File: config.mk
export PLATFORM = sky130hd
export DESIGN_NAME = smbus_hostregs
export DESIGN_NICKNAME = d
export VERILOG_FILES = /design/src/rtl/smbhr_pkg.sv /design/src/rtl/smbhr_index.sv /design/src/rtl/smbhr_buffer.sv /design/src/rtl/smbhr_regs.sv /design/src/rtl/smbus_hostregs.sv
export SDC_FILE = /design/constraint.sdc
export NUM_CORES = 1
export LEC_CHECK = 0
export BUFFER_PORTS_ARGS = -buffer_cell sky130_fd_sc_hd__buf_2
export CORE_MARGIN = 5
export CORE_UTILIZATION = 40
export DETAILED_ROUTE_END_ITERATION = 8
export GPL_ROUTABILITY_DRIVEN = 0
export GPL_TIMING_DRIVEN = 0
export PLACE_DENSITY = 0.62
export SLEW_MARGIN = 10
export SYNTH_ARGS = -nofsm -noshare
export SYNTH_HDL_FRONTEND = slang
export SYNTH_SLANG_ARGS = --single-unit
File: constraint.sdc
create_clock -name clk -period 8.8 [get_ports clk]
set_input_delay 1.76 -clock clk [delete_from_list [all_inputs] [get_ports clk]]
set_output_delay 1.76 -clock clk [all_outputs]
set_load 0.03 [all_outputs]
File: src/rtl/smbhr_pkg.sv
package smbhr_pkg;
  localparam int unsigned OFF_W = 4;

  typedef enum logic [OFF_W-1:0] {
    OFF_STAT = 4'h0,
    OFF_CTRL = 4'h2,
    OFF_CMD  = 4'h3,
    OFF_ADDR = 4'h4,
    OFF_DAT0 = 4'h5,
    OFF_DAT1 = 4'h6,
    OFF_BLK  = 4'h7
  } smbhr_off_e;

  localparam int unsigned CTRL_VIS_W = 5;
endpackage

File: src/rtl/smbhr_index.sv
module smbhr_index #(
  parameter int unsigned DEPTH = 32,
  localparam int unsigned IDX_W = $clog2(DEPTH)
) (
  input  logic             clk,
  input  logic             rst_n,
  input  logic             clr,
  input  logic             step,
  output logic [IDX_W-1:0] idx
);
  localparam logic [IDX_W-1:0] LAST = IDX_W'(DEPTH - 1);

  logic [IDX_W-1:0] idx_d;
  logic             idx_en;

  always_comb begin
    idx_en = clr | step;
    if (clr)              idx_d = '0;
    else if (idx == LAST) idx_d = '0;
    else                  idx_d = idx + 1'b1;
  end

  always_ff @(posedge clk or negedge rst_n) begin
    if (!rst_n)      idx <= '0;
    else if (idx_en) idx <= idx_d;
  end
endmodule

File: src/rtl/smbhr_buffer.sv
module smbhr_buffer #(
  parameter int unsigned DEPTH  = 32,
  parameter int unsigned DATA_W = 8,
  localparam int unsigned IDX_W = $clog2(DEPTH)
) (
  input  logic              clk,
  input  logic              rst_n,
  input  logic              we,
  input  logic [IDX_W-1:0]  idx,
  input  logic [DATA_W-1:0] wdata,
  output logic [DATA_W-1:0] rdata
);
  logic [DATA_W-1:0] ent_q [DEPTH];

  for (genvar g = 0; g < DEPTH; g++) begin : g_ent
    logic ent_en;
    assign ent_en = we && (idx == IDX_W'(g));
    always_ff @(posedge clk or negedge rst_n) begin
      if (!rst_n)      ent_q[g] <= '0;
      else if (ent_en) ent_q[g] <= wdata;
    end
  end

  assign rdata = ent_q[idx];
endmodule

File: src/rtl/smbhr_regs.sv
module smbhr_regs
  import smbhr_pkg::*;
#(
  parameter int unsigned DATA_W = 8
) (
  input  logic              clk,
  input  logic              rst_n,
  input  logic              wr_hit,
  input  logic [OFF_W-1:0]  offset,
  output logic [DATA_W-1:0] stat_q,
  output logic [DATA_W-1:0] ctrl_q,
  output logic [DATA_W-1:0] cmd_q,
  output logic [DATA_W-1:0] addr_q,
  output logic [DATA_W-1:0] dat0_q,
  output logic [DATA_W-1:0] dat1_q
);
  localparam int unsigned NREG = 6;
  localparam logic [OFF_W-1:0] REG_OFF [NREG] =
    '{OFF_STAT, OFF_CTRL, OFF_CMD, OFF_ADDR, OFF_DAT0, OFF_DAT1};

  logic [DATA_W-1:0] reg_q [NREG];
  logic [DATA_W-1:0] reg_d [NREG];
  logic [NREG-1:0]   reg_en;

  for (genvar g = 0; g < NREG; g++) begin : g_reg
    always_comb begin
      reg_en[g] = wr_hit && (offset == REG_OFF[g]);
      reg_d[g]  = '0;
    end
    always_ff @(posedge clk or negedge rst_n) begin
      if (!rst_n)         reg_q[g] <= '0;
      else if (reg_en[g]) reg_q[g] <= reg_d[g];
    end
  end

  assign stat_q = reg_q[0];
  assign ctrl_q = reg_q[1];
  assign cmd_q  = reg_q[2];
  assign addr_q = reg_q[3];
  assign dat0_q = reg_q[4];
  assign dat1_q = reg_q[5];
endmodule

File: src/rtl/smbus_hostregs.sv
module smbus_hostregs
  import smbhr_pkg::*;
#(
  parameter int unsigned DATA_W    = 8,
  parameter int unsigned BUF_DEPTH = 32
) (
  input  logic              clk,
  input  logic              rst_n,
  input  logic              acc_en,
  input  logic              rd_stb,
  input  logic              wr_stb,
  input  logic [OFF_W-1:0]  offset,
  input  logic [DATA_W-1:0] wdata,
  output logic [DATA_W-1:0] rdata
);
  localparam int unsigned IDX_W = $clog2(BUF_DEPTH);

  logic [1:0] rst_sync_q;
  logic       rst_int_n;

  always_ff @(posedge clk or negedge rst_n) begin
    if (!rst_n) rst_sync_q <= '0;
    else        rst_sync_q <= {rst_sync_q[0], 1'b1};
  end
  assign rst_int_n = rst_sync_q[1];

  logic rd_hit, wr_hit, blk_hit, idx_clr;
  logic [IDX_W-1:0]  blk_idx;
  logic [DATA_W-1:0] blk_rd;
  logic [DATA_W-1:0] stat_q, ctrl_q, cmd_q, addr_q, dat0_q, dat1_q;

  always_comb begin
    rd_hit  = acc_en && rd_stb;
    wr_hit  = acc_en && wr_stb;
    blk_hit = (rd_hit || wr_hit) && (offset == OFF_BLK);
    idx_clr = (rd_hit && (offset == OFF_CTRL)) ||
              (wr_hit && (offset == OFF_STAT));
  end

  smbhr_index #(.DEPTH(BUF_DEPTH)) u_index (
    .clk  (clk),
    .rst_n(rst_int_n),
    .clr  (idx_clr),
    .step (blk_hit),
    .idx  (blk_idx)
  );

  smbhr_buffer #(.DEPTH(BUF_DEPTH), .DATA_W(DATA_W)) u_buffer (
    .clk  (clk),
    .rst_n(rst_int_n),
    .we   (wr_hit && (offset == OFF_BLK)),
    .idx  (blk_idx),
    .wdata(wdata),
    .rdata(blk_rd)
  );

  smbhr_regs #(.DATA_W(DATA_W)) u_regs (
    .clk   (clk),
    .rst_n (rst_int_n),
    .wr_hit(wr_hit),
    .offset(offset),
    .stat_q(stat_q),
    .ctrl_q(ctrl_q),
    .cmd_q (cmd_q),
    .addr_q(addr_q),
    .dat0_q(dat0_q),
    .dat1_q(dat1_q)
  );

  always_comb begin
    if (!acc_en) begin
      rdata = '1;
    end else begin
      unique case (offset)
        OFF_STAT: rdata = stat_q;
        OFF_CTRL: rdata = {{(DATA_W-CTRL_VIS_W){1'b0}}, ctrl_q[CTRL_VIS_W-1:0]};
        OFF_CMD:  rdata = cmd_q;
        OFF_ADDR: rdata = addr_q;
        OFF_DAT0: rdata = dat0_q;
        OFF_DAT1: rdata = dat1_q;
        OFF_BLK:  rdata = blk_rd;
        default:  rdata = '0;
      endcase
    end
  end
endmodule

After elaboration in Yosys (flattened, before gate mapping). Cells that the tools add are included.

Bits in registers: 263. Input bits: 17. Output and inout bits: 8.

Add/subtract/negate cells: 1. Order comparisons: 1. Equality and inequality tests: 33. Multiplexer cells: 7. Bitwise logic cells: 2. Reductions and logical operators: 42.

Operators with widths (count): equality test 5 bit, second input constant (16); binary-select mux 8 bit (select 5 bit) (1); equality test 5 x 4 -> 1 bit, second input constant (8); logical AND 1 bit (38); two-way mux 8 bit (4); equality test 5 x 3 -> 1 bit, second input constant (4); equality test 5 x 2 -> 1 bit, second input constant (2); two-way mux 5 bit (2); >= comparator 6 bit, second input constant (1); inverter 5 -> 6 bit (1); adder 5 x 1 -> 5 bit, second input constant (1); equality test 5 x 1 -> 1 bit, second input constant (1); logical NOT 5 bit (1); equality test 4 x 2 -> 1 bit, second input constant (1); equality test 4 x 3 -> 1 bit, second input constant (1); logical NOT 4 bit (1); logical OR 1 bit (2); bitwise OR 1 bit (1).

Longest topological paths before layout. Gate-level depths: netlist (run 1).

Word-level depth: 6. Gate-level depth with buffers: 8. Depth with buffers taken out: 7.

Hierarchy. From an unflattened synthesis (run 1), not the netlist that was laid out.

Cell total of the unflattened synthesis: 990. Area total of the unflattened synthesis: 13326.5 µm².

Modules (own cells, without submodules): smbhr_buffer (times used 1, cells an instance 833, area an instance 12017.8 µm²); smbus_hostregs (times used 1, cells an instance 83, area an instance 684.4 µm²); smbhr_regs (times used 1, cells an instance 49, area an instance 364.1 µm²); smbhr_index (times used 1, cells an instance 25, area an instance 260.2 µm²).

Worst setup path after synthesis (run 1). No wires, ideal clock.

Kind: input-to-output. From: input port acc_en. To: output port rdata[4]. Data arrival time: 3.052 ns. Setup slack: 3.988 ns. Stages on the path: 5. Cells stage by stage: buf_2 -> nand2_1 -> nor2_1 -> a32o_1 -> a221oi_1.

Cells in the longest elaborated chain, start to end: 1.

RTL lines: start, declared (RTL line smbus_hostregs.sv:9) `input logic acc_en,`; two-way mux 8 bit (RTL line smbus_hostregs.sv:71) `if (!acc_en) begin`; end, declared (RTL line smbus_hostregs.sv:14) `output logic [DATA_W-1:0] rdata`.

Every way passes these cells.

Worst setup path after layout (run 1).
From: register u_index.idx[1]. To: output port rdata[2].

Cells in the longest elaborated chain, start to end: 6.

RTL lines: start, declared (RTL line smbhr_index.sv:9) `output logic [IDX_W-1:0] idx`; start signal, assigned (RTL line smbhr_index.sv:25) `else if (idx_en) idx <= idx_d;`; inverter 5 -> 6 bit (implied by the code) (RTL line smbhr_buffer.sv:24) `assign rdata = ent_q[idx];`; binary-select mux 8 bit (select 5 bit) (RTL line smbhr_buffer.sv:24); two-way mux 8 bit (implied by the code) (2 in a row) (RTL line smbhr_buffer.sv:24); two-way mux 8 bit (RTL line smbus_hostregs.sv:74) `unique case (offset)`; two-way mux 8 bit (RTL line smbus_hostregs.sv:71).

Every way passes these cells. The select of a mux whose other input is x is not followed.

==> impl_metrics.csv, run 1 <==
group,metric,value,unit
outcome,status,"complete, no violations",
timing,hold_viol,0,
timing,finalClockSkew,9.10,ps
die,fp.dieW,185,um
die,fp.coreArea,30500,um^2
power_and_ir_drop,powerDensity,219,nW/um^2
critical_path,r2r_setup_slack,5760,ps
min_path,holdCritPathClass,"reg -> async",
timing,maxSlewViolCount,0,
detailed_routing,postRouteAntennaNets,0,
timing,setup_viol,0,
clocking,postCtsSetupBuffers,0,
die,ioPinCount,25,
die,fp.dieArea,34400,um^2
clocking,root_buffer,"clkbuf_16",
synthesis,ys_types,54,
power_and_ir_drop,p_leak,6.52,nW
synthesis,ys_seq_area_share,53.5,%
die,start_util,40.3,%
placed_design,dp.cells,1229,
critical_path,critPathCaptureType,"output pin",
critical_path,required,7040,ps
run,cap_violations,0,
power_and_ir_drop,clock_power_share,39.3,%
detailed_routing,drcViolationCount,0,
detailed_routing,viasPerCell,5.71,
grt,antenna_found_initial,1,
synthesis,netlist_area,12300,um^2
synthesis,synth_nets,828,
power_and_ir_drop,total_power,3.06,mW
placed_design,hpwlAfterDp,22400,um
power_and_ir_drop,ir_drop,0.000145,V
clocking,ctsResizeCount,0,
synthesis,async_flop_share,100,%
clocking,clk_transition_reported_paths,60,ps
timing,relSlewSlack,41.8,%
power_and_ir_drop,seqPwrFrac,41.4,%
grt,grt_overflow_total,0,
critical_path,worst-setup-path-type,"reg -> out",
grt,grt_max_degree,63,
clocking,clk_latency,540,ps
finish,nNetsFinal,886,
finish,final_area,14000,um^2
timing,final.min_clock_period,5290,ps
grt,grt_pass1_wl,48900,um
finish,final_common_cell,"mux2_2",
placed_design,io_buffers,23,
clocking,cts_tree,"built",
die,die_h,185,um
finish,final_cells,1280,
synthesis,ys_seq_elements,263,
clocking,cts_sinks,263,
power_and_ir_drop,switching_share,28.5,%
critical_path,reg2reg_depth,6,
detailed_routing,dr.pass1.iters,5,
finish,antenna_cells,0,
finish,area_growth,13.7,%
synthesis,synth_cells,805,
clocking,postCtsHoldBufs,0,
placed_design,place_area,13100,um^2
die,num_rows,64,
finish,fin_util,45.9,%
synthesis,yosysWarnings,0,
synthesis,synth_area_per_cell,15.3,um^2
detailed_routing,drt_wl_total,32200,um
synthesis,synth_edf_count,0,
clocking,cts-buffers-inserted,28,
power_and_ir_drop,p_comb_share,19.3,%
timing,min_period_over_period,60.1,%
critical_path,cp-start-kind,"flip-flop",
power_and_ir_drop,p_int,2.19,mW
critical_path,cp.arrival,3530,ps
grt,grtUsageTotal,19.0,%
critical_path,critPathLaunch,"u_index.idx[1]",
timing,fmax,189,MHz
critical_path,crit_path_max_fanout,10,
timing,rsz0062_at_grt,"false",
grt,grt_pass1_vias,7664,
critical_path,rr_endpoint,"u_buffer.ent_q[1]",
finish,final_cell_mix,"mux2_2 (265), dfrtp_1 (262), mux4_2 (55), clkbuf_1 (40), buf_2 (34)",
detailed_routing,wire_per_inst,25.1,um
critical_path,r2r-start,"u_index.idx[3]",
synthesis,synthFlopType,"dfrtp_1",
power_and_ir_drop,power_switching,873,uW
detailed_routing,drt_iter0_markers,476,
clocking,h-tree-depth,1,
timing,max_slew.worst_pin.slew,873,ps
clocking,clockBufferDepth,3,
detailed_routing,via_count,7308,
finish,drive_gt1_share,51.1,%
## per-layer routing
layer	GRT usage [%]	wire length [um]
met3	3.30	1540
met4	4.55	816
met2	31.2	15500
met5	0	15
met1	26.7	14300
## per-stage QoR
step	hold slack, ps	worst slack [ps]	setup TNS (ps)
final	242	3510	0
after global routing	273	3490	0
after CTS	255	3520	0
after detailed placement	250	3680	0
after global placement	336	-2340	-602580
after floorplan	331	928	0
## logic make-up after synthesis
family,Yosys count,share of synthesized area (%)
mux,337,35.7
flops,263,53.5
simple gates,85,4.31
buf+inv,58,2.22
compound gates,55,3.67
fa+ha+maj,6,0.610
other cells,1,0.0305
## synthesized netlist by cell type (all sizes together), types with 3 or more instances
library cell  number  area (um^2)
a211oi             6         45.0
a221oi             9         85.1
a22o               7         61.3
a22oi              4         30.0
a32o               3         30.0
buf               20          130
clkbuf            32          120
dfrtp            263         6580
ha                 6         75.1
inv                5         18.8
mux2             266         3000
mux2i             16          160
mux4              55         1240
nand2             20         75.1
nand4              6         88.8
nor2              36          210
nor2b              3         18.8
nor3               4         20.0
o211ai             3         22.5
o21a               3         22.5
o21ai              3         15.0
o221ai             5         43.8
## registers in the layout (all words and copies together), names as in the netlist
signal,count
rst_sync_q,2
u_index.idx,5
u_buffer.ent_q,256
## power by group through the flow
stage / sequential, mW / combinational (mW) / clock (mW)
5_1_grt: 1.27 / 0.629 / 1.28
4_1_cts: 1.27 / 0.600 / 1.23
3_5_place_dp: 1.29 / 0.600 / 0
3_3_place_gp: 1.31 / 0.564 / 0
2_1_floorplan: 1.30 / 0.390 / 0
6_report: 1.27 / 0.591 / 1.20
## layout make-up
| type | count | area, um^2 |
|---|---|---|
| inverters | 6 | 22.5 |
| fillers | 2671 | 16500 |
| plain buffers | 52 | 250 |
| clock inverters | 7 | 88.8 |
| clock buffers | 44 | 852 |
| repair buffers | 28 | 245 |
| multi-input cells | 484 | 5460 |
| flip-flops and latches | 263 | 6590 |
| well taps | 396 | 495 |
## worst max-delay path by stage
| stage | end | slack [ps] | cells after the start |
|---|---|---|---|
| finish | rdata[2] | 3510 | 6 |
| global route | rdata[2] | 3490 | 6 |
| CTS | rdata[2] | 3520 | 6 |
| detailed placement | rdata[4] | 3680 | 7 |
| global placement | u_buffer.ent_q[147] | -2340 | 0 |
| floorplan | u_buffer.ent_q[0] | 930 | 0 |
## critical path, cell delays in order, from the launching register on
cell and delay [ps]:
dfrtp_1 420, clkbuf_1 350, buf_1 710, mux4_2 420, a221oi_1 620, a221oi_1 230, buf_2 230
(Power assumes the default switching activity.)
==> run 2: changes to the inputs <==
==> constraint.sdc (replaced) <==
create_clock -name clk -period 4.88 [get_ports clk]
set_input_delay 0.976 -clock clk [delete_from_list [all_inputs] [get_ports clk]]
set_output_delay 0.976 -clock clk [all_outputs]
set_load 0.03 [all_outputs]
==> run 2 against run 1 <==
- highest routed layer is now met4
- global-route usage fell by 0.080 points
- cell area fell by 0.16%
- utilization fell by 0.074 points
- setup slack got worse by 3100 ps
- combinational power rose by 81%
==> impl_metrics.csv, run 2 (synthesis results as in run 1) <==
group,metric,value,unit
outcome,status,"complete, no violations",
grt,grt_overflow_total,0,
power_and_ir_drop,total_power,5.49,mW
clocking,clk_transition_reported_paths,60,ps
timing,min_period_over_period,91.2,%
clocking,clk_latency,540,ps
run,cap_violations,0,
grt,grt_pass1_vias,7776,
critical_path,cp-start-kind,"flip-flop",
finish,top_regs,"u_buffer.ent_q (256), u_index.idx (5), rst_sync_q (2)",
placed_design,hpwlAfterDp,22300,um
min_path,holdCritPathClass,"in -> async",
critical_path,required,3900,ps
clocking,root_buffer,"clkbuf_16",
timing,whs,207,ps
finish,regMostFlops,"u_buffer.ent_q",
timing,relSlewSlack,40.0,%
die,start_util,40.3,%
timing,hold_viol,0,
die,fp.coreArea,30500,um^2
detailed_routing,postRouteAntennaNets,0,
timing,maxSlewViolCount,0,
power_and_ir_drop,p_leak,6.50,nW
detailed_routing,drt_wl_total,32000,um
finish,final_common_cell,"mux2_2",
clocking,clockBufferDepth,3,
grt,grt_max_degree,59,
timing,final.min_clock_period,4450,ps
critical_path,reg2reg_depth,6,
detailed_routing,wire_per_inst,25.0,um
placed_design,io_buffers,23,
grt,grtUsageTotal,19.0,%
detailed_routing,dr.pass1.iters,5,
placed_design,dp_slack,997,ps
placed_design,dp.cells,1229,
die,ioPinCount,25,
clocking,h-tree-depth,1,
timing,max_slew.worst_pin.slew,899,ps
detailed_routing,viasPerCell,5.66,
timing,layout_setup_ws,430,ps
timing,rsz0062_at_grt,"false",
power_and_ir_drop,powerDensity,393,nW/um^2
finish,largest_reg_flops,256,
critical_path,cp.arrival,3470,ps
timing,setup_viol,0,
power_and_ir_drop,ir_drop,0.000269,V
timing,finalClockSkew,9.97,ps
critical_path,worst-setup-path-type,"reg -> out",
clocking,postCtsSetupBuffers,0,
clocking,postCtsHoldBufs,0,
die,num_rows,64,
critical_path,critPathCaptureType,"output pin",
die,fp.dieW,185,um
finish,fill_cells,2762,
finish,nNetsFinal,886,
detailed_routing,drt_iter0_markers,395,
finish,drive_gt1_share,51.5,%
die,fp.dieArea,34400,um^2
finish,area_growth,13.5,%
grt,grt_pass1_wl,48900,um
finish,final_cells,1280,
clocking,cts_tree,"built",
die,die_h,185,um
grt,antenna_found_initial,1,
detailed_routing,drcViolationCount,0,
clocking,ctsResizeCount,0,
critical_path,crit_path_max_fanout,10,
clocking,cts_sinks,263,
finish,final_cell_mix,"mux2_2 (265), dfrtp_1 (262), mux4_2 (55), clkbuf_1 (36), buf_2 (34)",
detailed_routing,via_count,7246,
timing,fmax,225,MHz
clocking,cts-buffers-inserted,28,
[run 2: cell types whose count changed in the layout (fill, tap and decap cells not counted), moves of 2 or more]
cell,delta
clkbuf_8,-3
clkinv_4,+2
clkinv_2,+3
clkbuf_1,-4
clkinvlp_4,+2
[run 2: final timing paths]
kind                                  endpoint           start  slack [ps]
max                                   rdata[2]  u_index.idx[1]         430
min                              rst_sync_q[1]           rst_n         210
max reg2reg                  u_buffer.ent_q[6]  u_index.idx[3]        1880
min reg2reg                 u_buffer.ent_q[66]   rst_sync_q[1]         250
max in group asynchronous  u_buffer.ent_q[154]   rst_sync_q[1]        3470
min in group clk                 rst_sync_q[1]   rst_sync_q[0]         350
[run 2: worst max-delay path, cell delays in order (launching register included)]
cell	delay, ps
dfrtp_1	390
clkbuf_1	270
buf_1	720
mux4_2	420
a221oi_1	640
a221oi_1	250
buf_2	240
[run 2: cell type report]
type                            instances  area [um^2]  share of cell area (%)
Antenna cell                            1         2.50                  0.0179
Clock inverter                         13          128                   0.913
Timing Repair Buffer                   28          238                    1.70
Clock buffer                           37          796                    5.70
Sequential cell                       263         6590                    47.1
Buffer                                 52          250                    1.79
Multi-Input combinational cell        484         5460                    39.0
Tap cell                              396          495                    3.55
Inverter                                6         22.5                   0.161
[run 2: power breakdown]
group	switching, mW	leakage [nW]	internal (mW)
Combinational	0.660	2.40	0.406
Clock	0.885	0.455	1.25
Sequential	0.0424	3.64	2.25
[run 2: per-layer routing]
layer	wire length (um)	global-route usage, %
met1	14300	27.1
met2	15900	31.6
met3	1240	2.36
met4	594	3.61
met5	0	0
[run 2: metrics by stage]
stage | util (%) | TNS (ps) | area [um^2]
after floorplan | - | 0 | 12300
after global placement | 42.4 | -312110 | 12900
after detailed placement | 42.8 | 0 | 13000
after CTS | 45.8 | 0 | 14000
after global routing | 45.8 | 0 | 14000
final | 45.8 | 0 | 14000
